<file path="config.mk">
export PLATFORM = sky130hd
export DESIGN_NAME = iso_tx_pingpong
export DESIGN_NICKNAME = d
export VERILOG_FILES = /design/src/rtl/iso_tx_pkg.sv /design/src/rtl/iso_tx_bank_store.sv /design/src/rtl/iso_tx_wr_port.sv /design/src/rtl/iso_tx_rd_port.sv /design/src/rtl/iso_tx_swap_ctrl.sv /design/src/rtl/iso_tx_pingpong.sv
export SDC_FILE = /design/constraint.sdc
export NUM_CORES = 1
export LEC_CHECK = 0
export BUFFER_PORTS_ARGS = -buffer_cell sky130_fd_sc_hd__buf_2
export CELL_PAD_IN_SITES_DETAIL_PLACEMENT = 1
export CELL_PAD_IN_SITES_GLOBAL_PLACEMENT = 1
export CORE_ASPECT_RATIO = 1.25
export CORE_UTILIZATION = 50
export CTS_CLUSTER_DIAMETER = 30
export DETAILED_ROUTE_END_ITERATION = 6
export PLACE_DENSITY_LB_ADDON = 0.1
export SYNTH_ARGS = -nofsm -noshare
export SYNTH_HDL_FRONTEND = slang
export SYNTH_SLANG_ARGS = --single-unit
</file>
<file path="constraint.sdc">
create_clock -name clk -period 2.2 [get_ports clk]
set_input_delay 0 -clock clk [delete_from_list [all_inputs] [get_ports clk]]
set_output_delay 0 -clock clk [all_outputs]
set_load 0.02 [all_outputs]
</file>
<file path="src/rtl/iso_tx_pkg.sv">
package iso_tx_pkg;

    typedef enum logic [1:0] {
        U_EMPTY  = 2'd0,
        U_AVAIL  = 2'd1,
        U_STREAM = 2'd2,
        U_DONE   = 2'd3
    } rd_state_t;

    typedef enum logic {
        C_FILL = 1'b0,
        C_HOLD = 1'b1
    } sw_state_t;

endpackage

</file>
<file path="src/rtl/iso_tx_bank_store.sv">
module iso_tx_bank_store #(
    parameter int PKT_BYTES = 64,
    parameter int DW        = 8,
    localparam int AW       = $clog2(PKT_BYTES)
) (
    input  logic          clk,
    input  logic          we,
    input  logic          we_bank,
    input  logic [AW-1:0] waddr,
    input  logic [DW-1:0] wdata,
    input  logic          rd_bank,
    input  logic [AW-1:0] raddr,
    output logic [DW-1:0] rdata
);

    logic [DW-1:0] bank_out [2];

    for (genvar g = 0; g < 2; g++) begin : g_bank
        logic [DW-1:0] mem [PKT_BYTES];

        always_ff @(posedge clk) begin
            if (we && (we_bank == 1'(g))) begin
                mem[waddr] <= wdata;
            end
        end

        assign bank_out[g] = mem[raddr];
    end

    assign rdata = bank_out[rd_bank];

endmodule

</file>
<file path="src/rtl/iso_tx_wr_port.sv">
module iso_tx_wr_port #(
    parameter int PKT_BYTES = 64,
    parameter int DW        = 8,
    localparam int AW       = $clog2(PKT_BYTES),
    localparam int CW       = AW + 1
) (
    input  logic          clk,
    input  logic          rst_n,
    input  logic          wr_en,
    input  logic [DW-1:0] wr_data,
    input  logic          block,
    input  logic          clr_all,
    input  logic          clr_cpu,
    input  logic          swap,
    output logic          mem_we,
    output logic [AW-1:0] mem_addr,
    output logic [DW-1:0] mem_wdata,
    output logic [CW-1:0] cnt_nxt,
    output logic          ovf
);

    localparam logic [CW-1:0] FULL = CW'(PKT_BYTES);

    logic [CW-1:0] cnt_q;
    logic          any_clr;
    logic          accept;
    logic          reject_full;

    assign any_clr     = clr_all || clr_cpu;
    assign accept      = wr_en && !block && !any_clr && (cnt_q < FULL);
    assign reject_full = wr_en && !block && !any_clr && (cnt_q == FULL);

    always_comb begin
        if (any_clr) begin
            cnt_nxt = '0;
        end else if (accept) begin
            cnt_nxt = CW'(cnt_q + 1'b1);
        end else begin
            cnt_nxt = cnt_q;
        end
    end

    assign mem_we    = accept;
    assign mem_addr  = cnt_q[AW-1:0];
    assign mem_wdata = wr_data;

    always_ff @(posedge clk) begin
        if (!rst_n) begin
            cnt_q <= '0;
        end else if (swap) begin
            cnt_q <= '0;
        end else begin
            cnt_q <= cnt_nxt;
        end
    end

    always_ff @(posedge clk) begin
        if (!rst_n) begin
            ovf <= 1'b0;
        end else if (any_clr) begin
            ovf <= 1'b0;
        end else if (reject_full) begin
            ovf <= 1'b1;
        end
    end

    assert_cnt_bound_R5: assert property (@(posedge clk) disable iff (!rst_n)
        cnt_q <= FULL);

    assert_ovf_sticky_R5: assert property (@(posedge clk) disable iff (!rst_n)
        (ovf && !clr_all && !clr_cpu) |=> ovf);

endmodule

</file>
<file path="src/rtl/iso_tx_rd_port.sv">
module iso_tx_rd_port
    import iso_tx_pkg::*;
#(
    parameter int PKT_BYTES = 64,
    localparam int AW       = $clog2(PKT_BYTES),
    localparam int CW       = AW + 1
) (
    input  logic          clk,
    input  logic          rst_n,
    input  logic          load,
    input  logic [CW-1:0] load_len,
    input  logic          flush,
    input  logic          rd,
    output logic [AW-1:0] rd_addr,
    output logic          valid,
    output logic          last,
    output logic          empty,
    output logic          streaming
);

    rd_state_t     state_q;
    rd_state_t     state_d;
    logic [CW-1:0] ptr_q;
    logic [CW-1:0] len_q;
    logic          take;

    assign take = rd && valid;

    always_comb begin
        state_d = state_q;
        if (flush) begin
            state_d = U_EMPTY;
        end else if (load) begin
            state_d = (load_len == '0) ? U_EMPTY : U_AVAIL;
        end else begin
            unique case (state_q)
                U_AVAIL: begin
                    if (take) begin
                        state_d = last ? U_DONE : U_STREAM;
                    end
                end
                U_STREAM: begin
                    if (take && last) begin
                        state_d = U_DONE;
                    end
                end
                U_EMPTY, U_DONE: begin
                    state_d = state_q;
                end
                default: state_d = U_EMPTY;
            endcase
        end
    end

    always_ff @(posedge clk) begin
        if (!rst_n) begin
            state_q <= U_EMPTY;
        end else begin
            state_q <= state_d;
        end
    end

    always_ff @(posedge clk) begin
        if (!rst_n) begin
            ptr_q <= '0;
            len_q <= '0;
        end else if (flush) begin
            ptr_q <= '0;
            len_q <= '0;
        end else if (load) begin
            ptr_q <= '0;
            len_q <= load_len;
        end else if (take) begin
            ptr_q <= CW'(ptr_q + 1'b1);
        end
    end

    always_comb begin
        valid     = (state_q == U_AVAIL) || (state_q == U_STREAM);
        streaming = (state_q == U_STREAM);
        empty     = (state_q == U_EMPTY);
        last      = valid && (ptr_q == CW'(len_q - 1'b1));
        rd_addr   = ptr_q[AW-1:0];
    end

    assert_ptr_in_range_R3: assert property (@(posedge clk) disable iff (!rst_n)
        valid |-> (ptr_q < len_q));

    assert_valid_excl_empty_R4: assert property (@(posedge clk) disable iff (!rst_n)
        !(valid && empty));

    assert_last_ends_R3: assert property (@(posedge clk) disable iff (!rst_n)
        (take && last && !load && !flush) |=> (!valid && !empty));

endmodule

</file>
<file path="src/rtl/iso_tx_swap_ctrl.sv">
module iso_tx_swap_ctrl
    import iso_tx_pkg::*;
(
    input  logic clk,
    input  logic rst_n,
    input  logic sof,
    input  logic clr_all,
    input  logic usb_streaming,
    output logic swap,
    output logic block,
    output logic cpu_bank
);

    sw_state_t st_q;
    sw_state_t st_d;

    always_comb begin
        st_d = st_q;
        unique case (st_q)
            C_FILL: begin
                if (!clr_all && sof && usb_streaming) begin
                    st_d = C_HOLD;
                end
            end
            C_HOLD: begin
                if (clr_all || !usb_streaming) begin
                    st_d = C_FILL;
                end
            end
            default: st_d = C_FILL;
        endcase
    end

    always_ff @(posedge clk) begin
        if (!rst_n) begin
            st_q <= C_FILL;
        end else begin
            st_q <= st_d;
        end
    end

    always_comb begin
        swap  = 1'b0;
        block = 1'b0;
        unique case (st_q)
            C_FILL: swap = sof && !usb_streaming && !clr_all;
            C_HOLD: begin
                block = 1'b1;
                swap  = !usb_streaming && !clr_all;
            end
            default: swap = 1'b0;
        endcase
    end

    always_ff @(posedge clk) begin
        if (!rst_n) begin
            cpu_bank <= 1'b0;
        end else if (swap) begin
            cpu_bank <= ~cpu_bank;
        end
    end

    assert_swap_flips_R6: assert property (@(posedge clk) disable iff (!rst_n)
        swap |=> (cpu_bank != $past(cpu_bank)));

    assert_hold_keeps_bank_R9: assert property (@(posedge clk) disable iff (!rst_n)
        (st_q == C_HOLD && usb_streaming) |=> $stable(cpu_bank));

endmodule

</file>
<file path="src/rtl/iso_tx_pingpong.sv">
module iso_tx_pingpong #(
    parameter int PKT_BYTES = 64,
    parameter int DW        = 8,
    localparam int AW       = $clog2(PKT_BYTES),
    localparam int CW       = AW + 1
) (
    input  logic          clk,
    input  logic          rst_n,
    input  logic          cpu_wr_en,
    input  logic [DW-1:0] cpu_wr_data,
    input  logic          sof,
    input  logic          clr_all,
    input  logic          clr_cpu,
    input  logic          usb_rd,
    output logic [DW-1:0] usb_data,
    output logic          usb_valid,
    output logic          usb_last,
    output logic          usb_empty,
    output logic          wr_overflow
);

    logic          swap;
    logic          block;
    logic          cpu_bank;
    logic          streaming;
    logic          mem_we;
    logic [AW-1:0] mem_addr;
    logic [DW-1:0] mem_wdata;
    logic [CW-1:0] cnt_nxt;
    logic [AW-1:0] rd_addr;

    iso_tx_swap_ctrl u_ctrl (
        .clk           (clk),
        .rst_n         (rst_n),
        .sof           (sof),
        .clr_all       (clr_all),
        .usb_streaming (streaming),
        .swap          (swap),
        .block         (block),
        .cpu_bank      (cpu_bank)
    );

    iso_tx_wr_port #(.PKT_BYTES(PKT_BYTES), .DW(DW)) u_wr (
        .clk       (clk),
        .rst_n     (rst_n),
        .wr_en     (cpu_wr_en),
        .wr_data   (cpu_wr_data),
        .block     (block),
        .clr_all   (clr_all),
        .clr_cpu   (clr_cpu),
        .swap      (swap),
        .mem_we    (mem_we),
        .mem_addr  (mem_addr),
        .mem_wdata (mem_wdata),
        .cnt_nxt   (cnt_nxt),
        .ovf       (wr_overflow)
    );

    iso_tx_bank_store #(.PKT_BYTES(PKT_BYTES), .DW(DW)) u_store (
        .clk     (clk),
        .we      (mem_we),
        .we_bank (cpu_bank),
        .waddr   (mem_addr),
        .wdata   (mem_wdata),
        .rd_bank (~cpu_bank),
        .raddr   (rd_addr),
        .rdata   (usb_data)
    );

    iso_tx_rd_port #(.PKT_BYTES(PKT_BYTES)) u_rd (
        .clk       (clk),
        .rst_n     (rst_n),
        .load      (swap),
        .load_len  (cnt_nxt),
        .flush     (clr_all),
        .rd        (usb_rd),
        .rd_addr   (rd_addr),
        .valid     (usb_valid),
        .last      (usb_last),
        .empty     (usb_empty),
        .streaming (streaming)
    );

    assert_clear_empties_R7: assert property (@(posedge clk) disable iff (!rst_n)
        clr_all |=> (usb_empty && !usb_valid && !wr_overflow));

endmodule

</file>
==> out/results.md <==
| Step | Metric | This run |
|---|---|---|
| layout | Layout cells sized above 1 | 40.2% |
| run | # Max-Cap Violations | 0 |
| yosys | Post-Synth Simple-Gate Area | 5.69% |
| clocking | Number of buffers created by CTS | 162 |
| routing | Routed wire per std cell | 30.6 um |
| yosys | Post-synthesis sequential area ratio | 76.1% |
| layout | Final net count | 2717 |
| global routing | Routing usage on met2 | 50.0% |
| worst setup path | Maximum net fanout on the critical path | 7 |
| clocking | CTS HTree Levels | 4 |
| outcome | Result of the run | complete, but fails checks |
| yosys | Combinational family with the most area after synthesis | multiplexers |
| sta | Maximum clock frequency | 312 MHz |
| clocking | Max clock buf depth | 3 |
| routing | Drt first pass iters | 7 |
| place | Placement-stage cell area | 45600 um^2 |
| global routing | Met3 layer usage reported by global route | 4.83% |
| die | Std-Cell Rows | 117 |
| routing | Vias per inst | 5.98 |
| worst setup path | Worst setup EP type | output port |
| routing | Total detailed-routing wirelength | 119 mm |
| yosys | Compound-gate portion of the synthesized area | 3.54% |
| clocking | Cell at the root of the clock tree | sky130_fd_sc_hd__clkbuf_16 |
| outcome | Violations in the final reports | negative setup slack |
| place | Routability Congestion | 0.852 |
| place | Half-perimeter wire length after placement | 74.6 mm |
| sta | Headroom to the max-slew limit | 49.4% |
| sta | Hold violation total from the final report | 0 |
| layout | Fill count | 6754 |
| sta | Fin Clk Skew | 0.0341 ns |
| routing | Total number of vias | 23321 |
| sta | Final Max Slew Viols | 0 |
| global routing | Pin count of the biggest net entering global routing | 81 |
| global routing | Number of global-route vias before repair | 25266 |
| die | Area of the placeable core | 81500 um^2 |
| yosys | Adder-cell share of the synthesized area | 0.212% |
| yosys | Synth Instances | 2216 |
| routing | Count of routing violations after the opening detailed-route iteration | 1913 |
| yosys | Number of enable flip-flop cells after synthesis | 1024 |
| yosys | Synthesized area | 41200 um^2 |
| yosys | Average cell area after synthesis | 18.6 um^2 |
| yosys | Count of warnings emitted by yosys | 0 |
| sta | Setup TNS Final | -7.48 ns |
| sta | Setup-failing EPs final | 9 |
| worst setup path | Worst Path Required | 2.20 ns |
| layout | Design area | 52800 um^2 |
| worst setup path | Critical Path AT | 3.20 ns |
| yosys | Most area-consuming cells after synthesis | sky130_fd_sc_hd__edfxtp_1, sky130_fd_sc_hd__mux4_2, sky130_fd_sc_hd__mux2_2 |
| sta | Measured slew at the worst slew-check pin | 0.759 ns |
| global routing | Total Routing Usage GR | 29.1% |
| global routing | Peak-usage layer in the global routing report | met2 |
| die | Y dimension of the die | 323 um |
| worst hold path | Type of the tightest min-delay check | in2reg |
| yosys | Synth Register Bits | 1056 |
| die | Area enclosed by the die boundary | 83600 um^2 |
| layout | Layout-stage area growth over the synthesis result | 28.1% |
| pwr | Total Power Consumption | 0.0485 W |
| yosys | Portion of synthesized cell area occupied by the leading cell type | 74.6% |
| routing | Final ANT Viol Nets | 0 |
| sta | Unrepaired setup endpoints after global routing | true |
| yosys | Number of different library cells in the post-synthesis netlist | 53 |
| yosys | Post-Synth XOR/XNOR Area | 0.488% |
| pwr | Highest ir drop seen on vdd | 0.000747 V |
| global routing | Overflow left after global routing | 0 |
| sta | PnR worst setup slack | -1.00 ns |
| die | I/O pin count | 27 |
| pwr | LEAKAGE | 17.2 nW |
| yosys | Synth area leader | sky130_fd_sc_hd__edfxtp_1 |
| global routing | Global-route wire length before repair | 173 mm |
| routing | Number of DRC violations after detailed routing | 0 |
| yosys | Most common flop cell mapped by yosys | sky130_fd_sc_hd__edfxtp_1 |
| sta | Post-layout minimum cycle time | 3.20 ns |
| clocking | Clk sink count | 1056 |
| die | Chip Width | 259 um |
| die | Starting density of the core | 50.6% |
| global routing | Number of antenna violations at the first check in global routing | 2 |
| worst setup path | Type of the setup path with the least slack | reg2out |
| place | I/O Buffers | 26 |
| worst setup path | Critical Path Start Type | flip-flop |
| clocking | TritonCTS clock tree | done |
| clocking | Clock insertion delay at the later pin of the skew report | 0.76 ns |
| sta | Final Cycle Share | 146% |
| yosys | Number of nets in the synthesized netlist | 2238 |
| pwr | Power Dens Cells | 917 nW/um^2 |
| yosys | Async set-or-reset flop fraction in the synthesized netlist | 0% |
| yosys | Fraction of synthesized area in multiplexers | 12.3% |
| global routing | GR Layer Usage met1 | 36.9% |
| clocking | Clock-pin slew of the registers on the worst-case setup and hold paths | 0.05 ns |
[worst max-delay path: stages, from the launching register on]
cell,delay [ns]
sky130_fd_sc_hd__dfxtp_4,0.39
sky130_fd_sc_hd__buf_12,0.17
sky130_fd_sc_hd__buf_16,0.17
sky130_fd_sc_hd__buf_4,0.14
sky130_fd_sc_hd__mux4_2,0.50
sky130_fd_sc_hd__o22ai_1,0.30
sky130_fd_sc_hd__nor4_1,0.13
sky130_fd_sc_hd__nand3_1,0.12
sky130_fd_sc_hd__nand4_1,0.24
sky130_fd_sc_hd__buf_4,0.25
[sequential cells by signal (all words and copies together), names as in the netlist, named ones only]
| register | flops |
|---|---|
| u_store.g_bank.mem | 1024 |
| u_rd.len_q | 7 |
| u_rd.ptr_q | 7 |
| u_wr.cnt_q | 7 |
| u_rd.state_q | 2 |
| u_ctrl.cpu_bank | 1 |
| u_ctrl.st_q | 1 |
| u_wr.ovf | 1 |
[layout by cell type, fill, tap and decap left out, types with 26 or more instances in the layout]
cell type and count:
sky130_fd_sc_hd__buf_12 59, sky130_fd_sc_hd__o22ai_1 88, sky130_fd_sc_hd__a211oi_1 39, sky130_fd_sc_hd__dfxtp_1 26, sky130_fd_sc_hd__clkbuf_16 165, sky130_fd_sc_hd__nor2_1 228
sky130_fd_sc_hd__nand3_1 30, sky130_fd_sc_hd__buf_4 328, sky130_fd_sc_hd__mux4_2 160, sky130_fd_sc_hd__mux2_2 128, sky130_fd_sc_hd__edfxtp_1 1024, sky130_fd_sc_hd__nor2b_1 65
sky130_fd_sc_hd__o22ai_2 30
[Yosys cell counts (all sizes together), types with 15 or more instances]
cell type / instances
a211oi: 65
nand2: 20
nor2: 242
dfxtp: 32
nor4: 34
buf: 69
nand4: 15
nor2b: 65
clkbuf: 60
o22ai: 130
xnor2: 15
nand3: 54
mux2: 128
mux4: 160
edfxtp: 1024
[final timing paths]
| path | start | to | slack, ns | cells after the start |
|---|---|---|---|---|
| worst max-delay path | flip-flop | usb_data[1] | -1.00 | 9 |
| worst min register to register | u_rd.len_q[6]$_SDFFE_PP0P_ | u_rd.len_q[6]$_SDFFE_PP0P_ | 0.49 | 1 |
| worst min-delay path | rst_n | u_ctrl.cpu_bank$_SDFFE_PN0P_ | 0.11 | 3 |
| worst max register to register | u_ctrl.st_q$_SDFF_PN0_ | u_store.g_bank[1].mem[19][5]$_DFFE_PP_ | 0.02 | 6 |
[layer usage]
metal | vias up | wire, um
met4 | 0 | 3890
met3 | 204 | 6460
li1 | 9949 | -
met1 | 12374 | 46400
met2 | 794 | 62400
met5 | - | 0
[layout make-up]
cell class              instances  area [um^2]  area share, %
diodes                          3         7.51         0.0142
clock buffers                 178         4160           7.86
clock inverters               117         1320           2.50
inverters                      15         60.1          0.114
multi-input cells            1016        10200           19.3
flip-flops and latches       1056        31400           59.4
well taps                    1071         1340           2.54
repair buffers                444         4370           8.28
[cell families (layout without fill, tap and decap cells)]
kind of cell / count (synthesis) / count (layout)
fa+ha+maj: 7 / 7
xor+xnor: 23 / 23
simple gates: 482 / 482
buf+inv: 144 / 754
mux: 289 / 289
flops: 1056 / 1056
other cells: 0 / 3
compound gates: 215 / 215
[per-stage QoR]
step	setup slack [ns]	instances	hold WS [ns]	util, %
3_5_place_dp	-0.395	3563	0.311	55.9
4_1_cts	-0.991	3892	0.0619	64.4
3_3_place_gp	-0.388	3563	0.304	55.9
2_1_floorplan	-0.0558	2216	0.0989	-
6_report	-1.00	3900	0.112	64.8
5_1_grt	-1.02	3897	0.115	64.8
[timing repair]
action                     CTS  global route
resized for setup          192            45
hold buffers                16             0
hold endpoints to repair   592             0
setup endpoints to repair   16            88
pin swaps                   59            34
setup buffers               20            12
cloned                       6             1
[power breakdown]
group	total, W	switching [W]	internal (W)
sequential	0.0221	0.00000828	0.0221
combinational	0.000853	0.000593	0.000260
clock	0.0255	0.00960	0.0159
total	0.0485	0.0102	0.0383
(Power assumes the default switching activity.)
